File: src/rtl/xbar_pkg.sv
package xbar_pkg;
    localparam int XB_OUTS = 16;
    localparam int XB_INS  = 16;

    typedef enum logic [1:0] {
        LD_IDLE  = 2'd0,
        LD_SHIFT = 2'd1,
        LD_WRITE = 2'd2
    } load_op_e;
endpackage

File: src/rtl/xbar_rank1.sv
module xbar_rank1 #(
    parameter int N_OUT = xbar_pkg::XB_OUTS,
    parameter int N_IN  = xbar_pkg::XB_INS
) (
    input  logic                       clk,
    input  logic                       rst_n,
    input  logic                       ser_en,
    input  logic                       ser_in,
    input  logic                       wr_en,
    input  logic [$clog2(N_OUT)-1:0]   wr_addr,
    input  logic [$clog2(N_IN):0]      wr_data,
    output logic [N_OUT*($clog2(N_IN)+1)-1:0] chain_o,
    output logic                       ser_out
);
    import xbar_pkg::*;

    localparam int IW    = $clog2(N_IN);
    localparam int WW    = IW + 1;
    localparam int CHAIN = N_OUT * WW;

    typedef struct packed {
        load_op_e         op;
        logic [CHAIN-1:0] chain;
    } r1_t;

    r1_t r1_d;
    logic [CHAIN-1:0] chain_q;

    // Shift has priority over the addressed write
    always_comb begin
        r1_d.chain = chain_q;
        if (ser_en)
            r1_d.op = LD_SHIFT;
        else if (wr_en)
            r1_d.op = LD_WRITE;
        else
            r1_d.op = LD_IDLE;
        case (r1_d.op)
            LD_SHIFT: r1_d.chain = {chain_q[CHAIN-2:0], ser_in};
            LD_WRITE: r1_d.chain[int'(wr_addr)*WW +: WW] = wr_data;
            default:  r1_d.chain = chain_q;
        endcase
    end

    always_ff @(posedge clk or negedge rst_n) begin
        if (!rst_n)
            chain_q <= '0;
        else
            chain_q <= r1_d.chain;
    end

    assign chain_o = chain_q;
    assign ser_out = chain_q[CHAIN-1];
endmodule

File: src/rtl/xbar_rank2.sv
module xbar_rank2 #(
    parameter int N_OUT = xbar_pkg::XB_OUTS,
    parameter int N_IN  = xbar_pkg::XB_INS
) (
    input  logic                                   clk,
    input  logic                                   rst_n,
    input  logic                                   upd,
    input  logic [N_OUT*($clog2(N_IN)+1)-1:0]      hold_i,
    output logic [N_OUT*($clog2(N_IN)+1)-1:0]      live_o
);
    localparam int WW    = $clog2(N_IN) + 1;
    localparam int CHAIN = N_OUT * WW;

    typedef struct packed {
        logic [CHAIN-1:0] live;
    } r2_t;

    r2_t r2_d;
    r2_t r2_q;

    always_comb begin
        r2_d = r2_q;
        if (upd)
            r2_d.live = hold_i;
    end

    always_ff @(posedge clk or negedge rst_n) begin
        if (!rst_n)
            r2_q <= '0;
        else
            r2_q <= r2_d;
    end

    assign live_o = r2_q.live;
endmodule

File: src/rtl/xbar_grid.sv
module xbar_grid #(
    parameter int N_OUT = xbar_pkg::XB_OUTS,
    parameter int N_IN  = xbar_pkg::XB_INS
) (
    input  logic [N_OUT*($clog2(N_IN)+1)-1:0] live_i,
    output logic [N_OUT*N_IN-1:0]             grid_o
);
    localparam int IW = $clog2(N_IN);
    localparam int WW = IW + 1;

    for (genvar o = 0; o < N_OUT; o++) begin : g_row
        logic          row_on;
        logic [IW-1:0] row_idx;
        assign row_on  = live_i[o*WW + IW];
        assign row_idx = live_i[o*WW +: IW];
        for (genvar i = 0; i < N_IN; i++) begin : g_col
            assign grid_o[o*N_IN + i] = row_on && (row_idx == IW'(i));
        end
    end
endmodule

File: src/rtl/xbar_ctrl.sv
module xbar_ctrl #(
    parameter int N_OUT = xbar_pkg::XB_OUTS,
    parameter int N_IN  = xbar_pkg::XB_INS
) (
    input  logic                      clk,
    input  logic                      rst_n,
    input  logic                      ser_en,
    input  logic                      ser_in,
    output logic                      ser_out,
    input  logic                      wr_en,
    input  logic [$clog2(N_OUT)-1:0]  wr_addr,
    input  logic [$clog2(N_IN):0]     wr_data,
    input  logic                      upd,
    output logic [N_OUT*N_IN-1:0]     xp_en
);
    localparam int WW    = $clog2(N_IN) + 1;
    localparam int CHAIN = N_OUT * WW;

    logic [CHAIN-1:0] rank1_w;
    logic [CHAIN-1:0] active_w;

    xbar_rank1 #(.N_OUT(N_OUT), .N_IN(N_IN)) u_hold (
        .clk     (clk),
        .rst_n   (rst_n),
        .ser_en  (ser_en),
        .ser_in  (ser_in),
        .wr_en   (wr_en),
        .wr_addr (wr_addr),
        .wr_data (wr_data),
        .chain_o (rank1_w),
        .ser_out (ser_out)
    );

    xbar_rank2 #(.N_OUT(N_OUT), .N_IN(N_IN)) u_live (
        .clk    (clk),
        .rst_n  (rst_n),
        .upd    (upd),
        .hold_i (rank1_w),
        .live_o (active_w)
    );

    xbar_grid #(.N_OUT(N_OUT), .N_IN(N_IN)) u_grid (
        .live_i (active_w),
        .grid_o (xp_en)
    );
endmodule

File: config.mk
export PLATFORM = sky130hd
export DESIGN_NAME = xbar_ctrl
export DESIGN_NICKNAME = d
export VERILOG_FILES = /design/src/rtl/xbar_pkg.sv /design/src/rtl/xbar_rank1.sv /design/src/rtl/xbar_rank2.sv /design/src/rtl/xbar_grid.sv /design/src/rtl/xbar_ctrl.sv
export SDC_FILE = /design/constraint.sdc
export NUM_CORES = 1
export LEC_CHECK = 0
export ABC_AREA = 1
export ABC_CLOCK_PERIOD_IN_PS = 1200
export BUFFER_PORTS_ARGS = -buffer_cell sky130_fd_sc_hd__buf_2
export CAP_MARGIN = 20
export CORE_MARGIN = 4
export CORE_UTILIZATION = 38
export CTS_CLUSTER_SIZE = 16
export DETAILED_ROUTE_END_ITERATION = 8
export MAX_ROUTING_LAYER = met4
export PLACE_DENSITY = 0.61
export SLEW_MARGIN = 20
export SYNTH_ARGS = -nofsm -noshare
export SYNTH_HDL_FRONTEND = slang
export SYNTH_SLANG_ARGS = --single-unit
File: constraint.sdc
create_clock -name clk -period 1.2 [get_ports clk]
set_clock_uncertainty 0.2 [all_clocks]
set_input_delay 0.24 -clock clk [delete_from_list [all_inputs] [get_ports clk]]
set_output_delay 0.24 -clock clk [all_outputs]
set_load 0.05 [all_outputs]
Word-level counts from Yosys, hierarchy flattened
Cells that the tools add are included.
Word-level totals
  register bits: 160
  input port bits: 15
  output and inout port bits: 257
  logic and storage cells: 525
Cells by class
  add/sub/neg operators: 1
  $mul: 1
  equal/unequal tests: 242
  shift-type cells: 2
  muxes and demuxes: 4
  reduce and logical (&&, ||, !) cells: 273
Operator list (count)
  $eq A4 B4 Y1 const B: 128
  $eq A4 B3 Y1 const B: 64
  $logic_and A1 B1 Y1: 256
  $pmux W80 S2: 1
  $eq A4 B2 Y1 const B: 32
  $bwmux W80: 1
  $shift A5 B33 Y80 const A: 1
  $shiftx A5 B33 Y80: 1
  $eq A4 B1 Y1 const B: 16
  $logic_not A4 Y1: 16
  $neg A32 Y33: 1
  $mul A4 B3 Y7 const B: 1
  $mux W2: 2
  $eq A2 B1 Y1 const B: 1
  $eq A2 B2 Y1 const B: 1
  $reduce_bool A2 Y1: 1

Logic depth before layout (Yosys ltp)
  depth in word-level cells: 5
  mapped depth: 12
  gate-level depth less buffers: 12

Hierarchy
Synthesis repeated with hierarchy kept, for this count alone.
Second synthesis, totals
  cells, all modules: 1458
  area total of the unflattened synthesis: 9521.6 um^2
By module, submodules not included
  xbar_rank1: times used 1, cells an instance 608, area an instance 4435.5 um^2, seq. area each 2001.9 um^2
  xbar_rank2: times used 1, cells an instance 338, area an instance 3052.9 um^2, seq. area each 2001.9 um^2
  xbar_grid: times used 1, cells an instance 512, area an instance 2033.2 um^2, seq. area each 0.0 um^2

Worst setup path before layout
No wires, ideal clock.
  kind: register -> output
  start point: register u_live.r2_q, in the netlist u_live.live_o[19]
  end point: output xp_en[56]
  arrival time: 1.652 ns
  data required time: 0.760 ns
  setup slack: -0.892 ns
  stages on the path, launching flop included: 3
  buffers on the path: 0
  cell sequence: dfrtp_1 clkinv_1 nor3_1
Between the ends
  cells in the longest elaborated chain, start to end: 1
RTL lines
  start, declared: RTL line xbar_rank2.sv:19  | r2_t r2_q;
  start signal, assigned: RTL line xbar_rank2.sv:31  | r2_q <= r2_d;
  $logic_and A1 B1 Y1: RTL line xbar_grid.sv:17  | assign grid_o[o*N_IN + i] = row_on && (row_idx == IW'(i));
  end, declared: RTL line xbar_ctrl.sv:14  | output logic [N_OUT*N_IN-1:0] xp_en
No other way between the ends.

Worst setup path after layout
  start point: register u_live.r2_q, in the netlist u_live.live_o[7]
  end point: output xp_en[18]
Between the ends
  cells in the longest elaborated chain, start to end: 2
RTL lines (RTL line)
  $eq A4 B2 Y1: xbar_grid.sv:17
  $logic_and A1 B1 Y1: xbar_grid.sv:17
No other way between the ends.

==> results by group <==
Status
  – Status: finished with violations
  – Failing checks: setup timing

Setup path
  – CP max stage cell: dfrtp_1
  – Critical path class: flip-flop to primary output
  – Required time of the critical path: 760 ps
  – Worst path cell trace: inv_2, nand3_4, nor3_2, buf_6
  – Delay-heaviest family, CP: flip-flops
  – Worst Setup End Kind: primary output
  – Buf/Inv on CP: 2
  – CP startpoint kind: flip-flop
  – Crit path max fanout: 4
  – CP startpoint: u_live.live_o[7]$_DFFE_PN0P_
  – R2r startpoint: u_live.live_o[10]$_DFFE_PN0P_
  – CP peak stage delay: 440 ps
  – Worst path arrival time: 1610 ps

GRT
  – Global-route wire length before repair: 61.7 mm
  – Gr ovfl total: 0
  – Pin count of the biggest net entering global routing: 39
  – Global Route Usage Sum: 29.2%
  – Vias in the first global route: 12,000
  – Initial antenna violation count: 1

Synthesis
  – Syn Inst Count: 1,308
  – Largest area contributor in the netlist: dfrtp_1
  – Unique masters post-synth: 25
  – Syn avg cell area: 7.00 µm²
  – Area contributors post-synth: dfrtp_1 44%, nand2_1 15%, nand3_1 12%
  – Synth top area share: 43.8%
  – Synthesized area: 9150 µm²
  – Synthesized flop and latch total: 160
  – Sequential share of the synthesized area: 43.8%
  – Mapped Nets: 1,327
  – Yosys Warn Count: 0
  – Post-synth ARST share: 100%
  – Post-synth EDFFs: 0
  – Main flop type after synthesis: dfrtp_1
  – Count leader, synth: nand2_1
  – Most frequent cells after synthesis: 377 x nand2_1, 226 x nand3_1, 209 x nor2_1

Clocking
  – CTS Sinks: 160
  – Clock slew at reported path FFs: 70 ps
  – Longest Clk Path Bufs: 2
  – CTS root buf: clkbuf_16
  – TritonCTS clock tree: done
  – TritonCTS buffer count: 17
  – CTS H-tree depth: 4
  – Worst skew pair latency: 430 ps

Power and ir drop
  – Total power: 15.1 mW
  – VDD IR-drop max: 879 µV
  – Gate power share: 20.7%
  – Sw Ratio: 29.9%
  – Clock network fraction of total power: 40.1%
  – Switch Pwr: 4.50 mW
  – Internal power: 10.6 mW
  – Sequential Power Share: 39.2%
  – Pleak: 8.86 nW
  – Power per cell area: 702 nW/µm²

Finish
  – Area of the multi-input gates: 8790 µm²
  – Final instance area: 21,500 µm²
  – Layout net count: 1,972
  – Layout cells sized above 1: 69.8%
  – FF/Latch Area: 4070 µm²
  – Area grow syn2layout: 135%
  – Number of fill cells: 863

Detailed routing
  – Via density: 5.50
  – Wire length on met1: 17.7 mm
  – Met3 WL: 2.88 mm
  – DRC viols: 0
  – Met2 wire length: 25.5 mm
  – Top layer in use: met4
  – Drt first pass iters: 5
  – Final wirelength: 47.8 mm
  – Post-DRT Antenna Nets: 0
  – Vias after detailed routing: 12,600
  – Iter 0 DRT Violations: 852
  – Post-DR wirelength/cell: 20.9 µm

Placed design
  – Setup WS pre-CTS: -722 ps
  – Hpwl dp: 23.9 mm
  – PortBufs: 271
  – Placed Area: 15,700 µm²
  – RePlAce Congestion: 0.878

Die
  – I/O pin total: 272
  – Starting Density: 38.8%
  – Row count: 56
  – Die H: 163 µm
  – Core area: 23,600 µm²
  – Die width: 163 µm
  – Full die area: 26,600 µm²

STA
  – Setup-failing EPs final: 368
  – Total Neg Setup Slack: -192,290 ps
  – Tcrit/Tclk final: 171%
  – Worst Max-Slew Pin Slew: 416 ps
  – Hold_ws: 52.7 ps
  – Endpoints failing hold: 0
  – Max frequency: 488 MHz
  – Max_slew headroom: 72.3%
  – RSZ-0062 raised after global routing: true
  – Minimum clock period: 2050 ps
  – Pins Over Slew Limit: 0
  – PnR worst setup slack: -851 ps

Job
  – Max_cap viols: 0

Hold path
  – Hold Crit Class: input pin to asynchronous set/reset pin
## worst paths after layout
kind | end | slack (ps) | cells after the start
worst max-delay path | xp_en[18] | -850 | 4
max in group asynchronous | u_live.live_o[49]$_DFFE_PN0P_ | 210 | 3
min in group clk | u_live.live_o[11]$_DFFE_PN0P_ | 60 | 3
worst min register to register | u_hold.chain_o[37]$_DFFE_PN0P_ | 320 | 2
worst max register to register | u_live.live_o[10]$_DFFE_PN0P_ | -220 | 5
worst min-delay path | u_live.live_o[67]$_DFFE_PN0P_ | 50 | 2
## what timing repair did
item                                   in CTS  in global routing
setup endpoints to repair                 337                352
setup buffers                              62                 65
pin swaps                                  95                126
cloned                                      3                  0
hold buffers                                6                  0
endpoints found under the hold margin     165                  0
resized for setup                         753                347
## layout make-up
class | instances | area share [%]
Multi-Input combinational cell | 1018 | 40.9
Sequential cell | 160 | 18.9
Timing Repair Buffer | 665 | 33.0
Clock inverter | 11 | 0.815
Clock buffer | 21 | 2.24
Tap cell | 319 | 1.86
Inverter | 91 | 2.21
Antenna cell | 1 | 0.0116
## per-layer routing
metal | vias up | GRT usage [%]
li1 | 5602 | -
met1 | 6210 | 35.8
met2 | 618 | 51.1
met3 | 149 | 3.86
met4 | 0 | 7.66
met5 | - | -
## state kept, by name, summed over array words and instances, names as in the netlist
register        count
u_hold.chain_o     80
u_live.live_o      80
## worst reg2reg max path, cell delays in order, from the launching register on
cell and delay, ps:
dfrtp_2 430, inv_4 70, buf_6 130, buf_4 140, buf_4 120, o21ai_0 220
## cell families (layout without fill, tap and decap cells)
kind of cell | Yosys count | count (layout) | synth area share (%)
DFF | 160 | 160 | 43.8
muxes | 15 | 15 | 1.85
AOI/OAI and AO/OA | 80 | 80 | 4.55
adders and majority gates | 4 | 4 | 0.547
and+or+nand+nor | 917 | 919 | 43.4
other | 0 | 1 | 0
buffers and inverters | 132 | 788 | 5.92
## metrics by stage
stage	instances	utilization, %
floorplan	1308	-
global placement	2128	66.5
detailed placement	2128	66.5
CTS	2229	83.1
global route	2286	91.0
finish	2286	91.0
## cells in the final DEF, fill, tap and decap left out, types with 52 or more instances in the layout
cell type	instances
buf_4	262
buf_6	248
buf_8	111
dfrtp_1	108
dfrtp_2	52
nand2_1	298
nand3_1	87
nand3_2	77
nand3_4	64
nor2_4	218
nor3_4	66
o21ai_0	67
## power groups by stage
stage / registers [mW] / logic (mW) / clock network, mW
6_report: 5.91 / 3.12 / 6.05
5_1_grt: 5.92 / 3.29 / 6.30
4_1_cts: 5.86 / 2.62 / 6.04
3_5_place_dp: 5.94 / 2.23 / 0
3_3_place_gp: 5.94 / 2.20 / 0
2_1_floorplan: 5.94 / 1.22 / 0
Power figures use the tool's default switching activity.
